[config.mk]
export PLATFORM = sky130hd
export DESIGN_NAME = pport_top
export DESIGN_NICKNAME = d
export VERILOG_FILES = /design/src/rtl/pport_pkg.sv /design/src/rtl/pport_regs.sv /design/src/rtl/pport_sync.sv /design/src/rtl/pport_bank.sv /design/src/rtl/pport_top.sv
export SDC_FILE = /design/constraint.sdc
export NUM_CORES = 1
export LEC_CHECK = 0
export BUFFER_PORTS_ARGS = -buffer_cell sky130_fd_sc_hd__buf_2
export CAP_MARGIN = 5
export CELL_PAD_IN_SITES_DETAIL_PLACEMENT = 1
export CELL_PAD_IN_SITES_GLOBAL_PLACEMENT = 1
export CORE_AREA = 2 2 56 79
export DETAILED_ROUTE_END_ITERATION = 6
export DIE_AREA = 0 0 58 81
export GPL_TIMING_DRIVEN = 0
export PLACE_DENSITY_LB_ADDON = 0.1
export SLEW_MARGIN = 0
export SYNTH_ARGS = -nofsm -noshare
export SYNTH_HDL_FRONTEND = slang
export SYNTH_SLANG_ARGS = --single-unit
[constraint.sdc]
create_clock -name clk -period 3.5 [get_ports clk]
set_input_delay 0.35 -clock clk [delete_from_list [all_inputs] [get_ports clk]]
set_output_delay 0.35 -clock clk [all_outputs]
set_load 0.02 [all_outputs]
[src/rtl/pport_pkg.sv]
package pport_pkg;

    localparam int unsigned PORT_W    = 8;
    localparam int unsigned ADDR_W    = 16;

    // bit positions the bank decoder depends on
    localparam int unsigned LANG_BIT  = 0;
    localparam int unsigned SYS_BIT   = 1;
    localparam int unsigned IO_BIT    = 2;
    localparam int unsigned MOTOR_BIT = 5;

    localparam logic [PORT_W-1:0] DIR_INIT  = 8'h2F;
    localparam logic [PORT_W-1:0] DATA_INIT = 8'h37;

    localparam logic [ADDR_W-1:0] DIR_ADDR  = 16'h0000;
    localparam logic [ADDR_W-1:0] DATA_ADDR = 16'h0001;

    typedef struct packed {
        logic lang_rom;
        logic sys_rom;
        logic io_vis;
        logic motor;
    } bank_t;

    // input-configured bits float high through the pull-ups
    function automatic logic [PORT_W-1:0] effective_bits(
        input logic [PORT_W-1:0] dir,
        input logic [PORT_W-1:0] dat
    );
        return (dir & dat) | ~dir;
    endfunction

    // per-bit merge for reads: latched value on outputs, pin on inputs
    function automatic logic [PORT_W-1:0] merge_read(
        input logic [PORT_W-1:0] dir,
        input logic [PORT_W-1:0] dat,
        input logic [PORT_W-1:0] pins
    );
        return (dir & dat) | (~dir & pins);
    endfunction

endpackage

[src/rtl/pport_regs.sv]
module pport_regs
    import pport_pkg::*;
#(
    parameter int unsigned            W     = PORT_W,
    parameter int unsigned            AW    = ADDR_W,
    parameter logic [AW-1:0]          A_DIR = DIR_ADDR,
    parameter logic [AW-1:0]          A_DAT = DATA_ADDR,
    parameter logic [W-1:0]           R_DIR = DIR_INIT,
    parameter logic [W-1:0]           R_DAT = DATA_INIT
) (
    input  logic          clk,
    input  logic          rst,
    input  logic [AW-1:0] addr,
    input  logic          we,
    input  logic [W-1:0]  wdata,
    output logic [W-1:0]  dir_q,
    output logic [W-1:0]  data_q
);

    logic hit_dir, hit_dat;

    always_comb begin
        hit_dir = we && (addr == A_DIR);
        hit_dat = we && (addr == A_DAT);
    end

    always_ff @(posedge clk) begin
        if (rst) begin
            dir_q  <= R_DIR;
            data_q <= R_DAT;
        end else begin
            if (hit_dir) dir_q  <= wdata;
            if (hit_dat) data_q <= wdata;
        end
    end

    a_r1_reset_values: assert property (@(posedge clk)
        rst |=> (dir_q == R_DIR) && (data_q == R_DAT));

    a_r2_dir_load: assert property (@(posedge clk) disable iff (rst)
        (we && addr == A_DIR) |=> dir_q == $past(wdata));

    a_r3_data_load: assert property (@(posedge clk) disable iff (rst)
        (we && addr == A_DAT) |=> data_q == $past(wdata));

    a_r5_hold_other: assert property (@(posedge clk) disable iff (rst)
        !(we && (addr == A_DIR || addr == A_DAT)) |=> $stable(dir_q) && $stable(data_q));

endmodule

[src/rtl/pport_sync.sv]
module pport_sync #(
    parameter int unsigned W      = 8,
    parameter int unsigned STAGES = 2
) (
    input  logic         clk,
    input  logic         rst,
    input  logic [W-1:0] d,
    output logic [W-1:0] q
);

    logic [W-1:0] stage [STAGES];

    always_ff @(posedge clk) begin
        if (rst) stage[0] <= '0;
        else     stage[0] <= d;
    end

    for (genvar s = 1; s < STAGES; s++) begin : g_stage
        always_ff @(posedge clk) begin
            if (rst) stage[s] <= '0;
            else     stage[s] <= stage[s-1];
        end
    end

    assign q = stage[STAGES-1];

    // warm-up counter so the two-cycle look-back never reaches into reset
    logic [1:0] age;
    always_ff @(posedge clk) begin
        if (rst)              age <= '0;
        else if (age != 2'd3) age <= age + 2'd1;
    end

    if (STAGES == 2) begin : g_chk
        a_r4_two_edge_delay: assert property (@(posedge clk) disable iff (rst || age < 2'd2)
            1'b1 |-> q == $past(d, 2));
    end

endmodule

[src/rtl/pport_bank.sv]
module pport_bank
    import pport_pkg::*;
#(
    parameter int unsigned W = PORT_W
) (
    input  logic [W-1:0] dir,
    input  logic [W-1:0] dat,
    output bank_t        bank
);

    logic [W-1:0] eff;

    always_comb begin
        eff           = effective_bits(dir, dat);
        bank.lang_rom = eff[LANG_BIT] & eff[SYS_BIT];
        bank.sys_rom  = eff[SYS_BIT];
        bank.io_vis   = eff[IO_BIT];
        bank.motor    = dir[MOTOR_BIT] & dat[MOTOR_BIT];
    end

endmodule

[src/rtl/pport_top.sv]
module pport_top
    import pport_pkg::*;
#(
    parameter int unsigned W  = PORT_W,
    parameter int unsigned AW = ADDR_W
) (
    input  logic          clk,
    input  logic          rst,
    input  logic [AW-1:0] cpu_addr,
    input  logic          cpu_we,
    input  logic [W-1:0]  cpu_wdata,
    output logic [W-1:0]  cpu_rdata,
    input  logic [W-1:0]  pin_in,
    output logic [W-1:0]  pin_out,
    output logic [W-1:0]  pin_oe,
    output logic          lang_rom_en,
    output logic          sys_rom_en,
    output logic          io_visible,
    output logic          motor_on
);

    logic [W-1:0] dir_q, data_q, pins_s;
    bank_t        bank;

    pport_regs #(.W(W), .AW(AW)) u_regs (
        .clk   (clk),
        .rst   (rst),
        .addr  (cpu_addr),
        .we    (cpu_we),
        .wdata (cpu_wdata),
        .dir_q (dir_q),
        .data_q(data_q)
    );

    pport_sync #(.W(W), .STAGES(2)) u_sync (
        .clk(clk),
        .rst(rst),
        .d  (pin_in),
        .q  (pins_s)
    );

    pport_bank #(.W(W)) u_bank (
        .dir (dir_q),
        .dat (data_q),
        .bank(bank)
    );

    always_comb begin
        if (cpu_addr == DIR_ADDR)       cpu_rdata = dir_q;
        else if (cpu_addr == DATA_ADDR) cpu_rdata = merge_read(dir_q, data_q, pins_s);
        else                            cpu_rdata = '0;
    end

    assign pin_out     = data_q;
    assign pin_oe      = dir_q;
    assign lang_rom_en = bank.lang_rom;
    assign sys_rom_en  = bank.sys_rom;
    assign io_visible  = bank.io_vis;
    assign motor_on    = bank.motor;

    a_r6_io_pullup: assert property (@(posedge clk) disable iff (rst)
        !pin_oe[IO_BIT] |-> io_visible);

    a_r7_lang_needs_sys: assert property (@(posedge clk) disable iff (rst)
        lang_rom_en |-> sys_rom_en);

    a_r10_motor_input_off: assert property (@(posedge clk) disable iff (rst)
        !pin_oe[MOTOR_BIT] |-> !motor_on);

    a_r5_unmapped_read_zero: assert property (@(posedge clk) disable iff (rst)
        (cpu_addr > DATA_ADDR) |-> cpu_rdata == '0);

endmodule

# Word level (Yosys, flattened, before mapping)
# Memories as Yosys holds them, arrays and structs flattened.
# Cells that the tools add are included.
[classes]
n_bitwise = 9
reduce_logical = 3
eq_ne = 1
n_mux = 7
[op_table]
columns = ["cell", "count"]
rows = [
  ["two-way mux 8 bit", 4],
  ["bitwise AND 8 bit", 2],
  ["equality test 16 x 1 -> 1 bit, second input constant", 1],
  ["zero test 16 bit", 1],
  ["NOT 8 bit", 1],
  ["bitwise OR 8 bit", 1],
  ["two-way mux 1 bit", 3],
  ["bitwise OR 3 bit", 1],
  ["bitwise AND 1 bit", 2],
  ["logical AND 1 bit", 2],
  ["bitwise OR 1 bit", 2],
]
[word_totals]
reg_bits = 16
memories = 1
out_inout_bits = 28
ram_bits = 16
inputBits = 35
[memory_table]
columns = ["memory", "words", "width", "rd", "rd_clocked_by_memory_dff", "wr", "line_no", "rtl"]
rows = [
  ["u_sync.stage", 2, 8, 2, 0, 2, "pport_sync.sv:11", "logic [W-1:0] stage [STAGES];"],
]

# Logic depth before layout (Yosys ltp)
[depth]
depth_word = 5
mapped_depth = 5

# Hierarchy
# Synthesis repeated with hierarchy kept, for this count alone.
[hier_totals]
cells_unflattened = 143
hier_area_um2 = 1417.6
[by_module_without_submodules]
columns = ["module", "instances", "area_each_um2", "seq_area_each_um2", "cells_per_inst"]
rows = [
  ["pport_regs", 1, 691.9, 320.3, 74],
  ["pport_sync", 1, 464.2, 320.3, 33],
  ["pport_top", 1, 212.7, 0.0, 31],
  ["pport_bank", 1, 48.8, 0.0, 5],
]

# Worst setup path before layout
# Ideal clock, no wire load.
[synth_timing]
path_type = "input to output"
startpoint = "in cpu_addr[3]"
endpoint = "out cpu_rdata[2]"
path_buffers = 1
setup_slack_ps = 1429
required_ps = 3150
cell_stages = 5
arrival_ps = 1721
cell_sequence = "nor4_2 > and3_1 > buf_2 > nand2_2 > a311oi_1"
[synth_between]
elab_chain_len = 3
elab_cells_between_ends = 4
classes_between = "eq/ne (1); mux (2); reduce/logical (1)"
[synth_lines]
columns = ["item", "line_no", "rtl"]
rows = [
  ["start, declared", "pport_top.sv:9", "input logic [AW-1:0] cpu_addr,"],
  ["equality test 16 x 1 -> 1 bit", "pport_top.sv:50", "else if (cpu_addr == DATA_ADDR) cpu_rdata = merge_read(dir_q, data_q, pins_s);"],
  ["two-way mux 8 bit", "pport_top.sv:50", ""],
  ["two-way mux 8 bit (*)", "pport_top.sv:49", "if (cpu_addr == DIR_ADDR) cpu_rdata = dir_q;"],
  ["end, declared", "pport_top.sv:12", "output logic [W-1:0] cpu_rdata,"],
]
# Mark *: on every way between the ends. The rest lies on a longest branch, timed or not.

# Worst setup path in the final report
[layout_timing]
startpoint = "in cpu_addr[3]"
endpoint = "out cpu_rdata[1]"
# Same word-level chain as after synthesis.

==> results_dict.tcl <==
set metrics [dict create \
    reg2reg_to "u_regs.data_q[6]" \
    port_buffers 60 \
    synth-edff-count 0 \
    worstPathCellList "buf_2, nor4_2, and3_1, buf_2, nand2_2, a211oi_1, buf_2" \
    cts_sinks 32 \
    crit_slowest_cell "nor4_2" \
    dieHeight_um 81 \
    grt_max_degree 11 \
    cts_tree "yes" \
    grt_pass1_wl_um 6113 \
    rsz0062_at_grt "false" \
    maxCapViolations 0 \
    vias_per_cell 5.043 \
    path_class "input pin to primary output" \
    vias 1286 \
    crit_required_ps 3150 \
    endpoint_kind "primary output" \
    io_pins 63 \
    yosysUniqueCellTypes 25 \
    drtIter0Drc 8 \
    die_area_sq_um 4698 \
    antenna_cells 0 \
    slew_headroom 0.6276 \
    synthArstFlopShare 0 \
    antenna_left 0 \
    grt_remaining_overflow 0 \
    first_pass_iters 4 \
    slew_viol_final 0 \
    postCtsSetupRepairBufs 0 \
    path_clk_slew_ps 60 \
    ctsHtreeMaxLevel 2 \
    setup_tns_ps 0 \
    cts_resized 0 \
    dp_slack_ps 1305 \
    cp_top_family "simple AND/OR/NAND/NOR gates" \
    root_buffer "clkbuf_8" \
    finalNonFillerCells 255 \
    status "finished clean" \
    min_from "pin_in[6]" \
    fmax_ghz 0.4571 \
    wirelength_um 3906 \
    synthFlopType "dfxtp_1" \
    skew_ps 6.308 \
    die_w_um 58 \
    power.density_nw_per_um2 414.6 \
    drc 0 \
    core_area_sq_um 4064 \
    finalSetupViolCount 0 \
    grt_pass1_vias 1359 \
    r2r_cells 2 \
    hold_path_class "input pin to flop" \
    start_util 0.3214 \
    arrival_ps 1840 \
    ir_drop_uv 315.8 \
    place_inst 248 \
    core.rowCount 28 \
    hold_end "u_sync.stage[0][6]" \
    n_fill_cell 520 \
    crit_path_start_kind "input pin" \
    finalHoldViolCount 0 \
    power.leakage_nw 0.7588 \
    cts-hold-fix-buffers 0 \
    period_share 0.6250 \
    critical_path.max_stage_delay_ps 340 \
    gp_congestion 0.6983 \
    clockBufferDepth 2 \
    drive_above_1_share 0.3524 \
    dp_hpwl_um 2999 \
    period_needed_ps 2187 \
    numCtsBuffers 5 \
    grt.total_usage 0.1748 \
    avgRoutedWirePerCell_um 15.32 \
    r2r_slack_ps 2790 \
    ys_warn_count 0 \
    ys_ff_latch 32 \
    cp_common_cell "buf_2" \
    syn_avg_cell_area_sq_um 9.135 \
    areaGrowthSynthToFinish_pct 34.67 \
    worstMarginPinSlew_ps 558.5 \
    synth_nets 178 \
    yosysSeqAreaShare 0.4904 \
    synth_area_sq_um 1306 \
    path_max_fanout 8 \
    path_buf_inv 3 \
    worstSkewPairLatency_ps 280 \
    final_nets 245 \
    syn_inst 143 \
    worst_slack_ps 1313 \
    grt_antenna_before_repair 0 \
    r2r-start "u_regs.data_q[6]" \
    min_path_cells 2 \
    power_mw 0.7293 \
]
==> metal layers <==
layer,part of all wire,vias to the layer above,wire length [um],GRT usage
li1,-,625,-,-
met1,0.38,614,1470,0.1724
met2,0.55,42,2130,0.3307
met3,0.063,5,246,0.05573
met4,0.015,0,58,0.06977
met5,0,-,0,0
==> cell usage after synthesis (all sizes together), types with 3 or more instances <==
master	instances	share of area
dfxtp	32	0.49
inv	3	0.0086
nor4	3	0.035
nand3b	5	0.029
a21oi	14	0.054
mux2i	10	0.077
clkbuf	7	0.020
o21ai	11	0.042
nor2	18	0.054
nand4	8	0.038
buf	3	0.011
nor2b	18	0.086
==> final cells by class <==
class | count | area, sq um | area share
Buffer | 10 | 40.04 | 0.02276
Clock buffer | 7 | 96.34 | 0.05477
Sequential cell | 32 | 640.6 | 0.3642
Timing Repair Buffer | 60 | 300.3 | 0.1707
Tap cell | 45 | 56.30 | 0.03201
Inverter | 3 | 11.26 | 0.006401
Multi-Input combinational cell | 98 | 614.3 | 0.3492
==> cell usage in the layout, fill, tap and decap left out, drive strengths merged <==
cell / count
buf: 63
dfxtp: 32
nor2b: 18
nor2: 18
a21oi: 14
clkbuf: 14
o21ai: 11
mux2i: 10
nand4: 8
nand3b: 5
inv: 3
nor4: 3
a211oi: 2
nand2: 2
and2: 2
nor3: 1
and3: 1
a311oi: 1
nor4b: 1
or2: 1
==> how the worst max path moves through the flow <==
stage / startpoint / end / slack (ps) / depth (start not counted)
after floorplan: cpu_addr[3] / cpu_rdata[2] / 1430 / 5
after global placement: cpu_addr[5] / cpu_rdata[2] / 1300 / 7
after detailed placement: cpu_addr[5] / cpu_rdata[2] / 1310 / 7
after CTS: cpu_addr[5] / cpu_rdata[1] / 1300 / 7
after global routing: cpu_addr[5] / cpu_rdata[1] / 1140 / 7
final: cpu_addr[3] / cpu_rdata[1] / 1310 / 7
==> metrics by stage <==
stage | hold slack [ps] | instance area (sq um) | utilization
6_report | 277.1 | 1759 | 0.4329
5_1_grt | 274.7 | 1759 | 0.4329
4_1_cts | 267.7 | 1759 | 0.4329
3_5_place_dp | 430.7 | 1663 | 0.4092
3_3_place_gp | 419.0 | 1663 | 0.4092
2_1_floorplan | 413.8 | 1306 | -
==> kinds of logic (layout without fill, tap and decap cells) <==
group / count (synthesis) / count (layout) / synth area share
and+or+nand+nor: 60 / 60 / 0.2797
DFF: 32 / 32 / 0.4904
AOI/OAI and AO/OA: 28 / 28 / 0.1140
buffers and inverters: 13 / 80 / 0.03927
muxes: 10 / 10 / 0.07663
==> flip-flops by register name, indices dropped and copies added (netlist names) <==
name           flops
u_regs.data_q      8
u_regs.dir_q       8
u_sync.stage      16
==> power breakdown <==
group | switching (mW) | internal (mW)
combinational | 0.0266 | 0.0221
clock | 0.131 | 0.175
sequential | 0.00195 | 0.373
total | 0.160 | 0.570
==> worst register-to-register path: stages (launching register included) <==
cell and delay (ps):
dfxtp_1 350, o21ai_0 100, a21oi_1 180
Note: power is estimated with default switching activity, not from simulation.
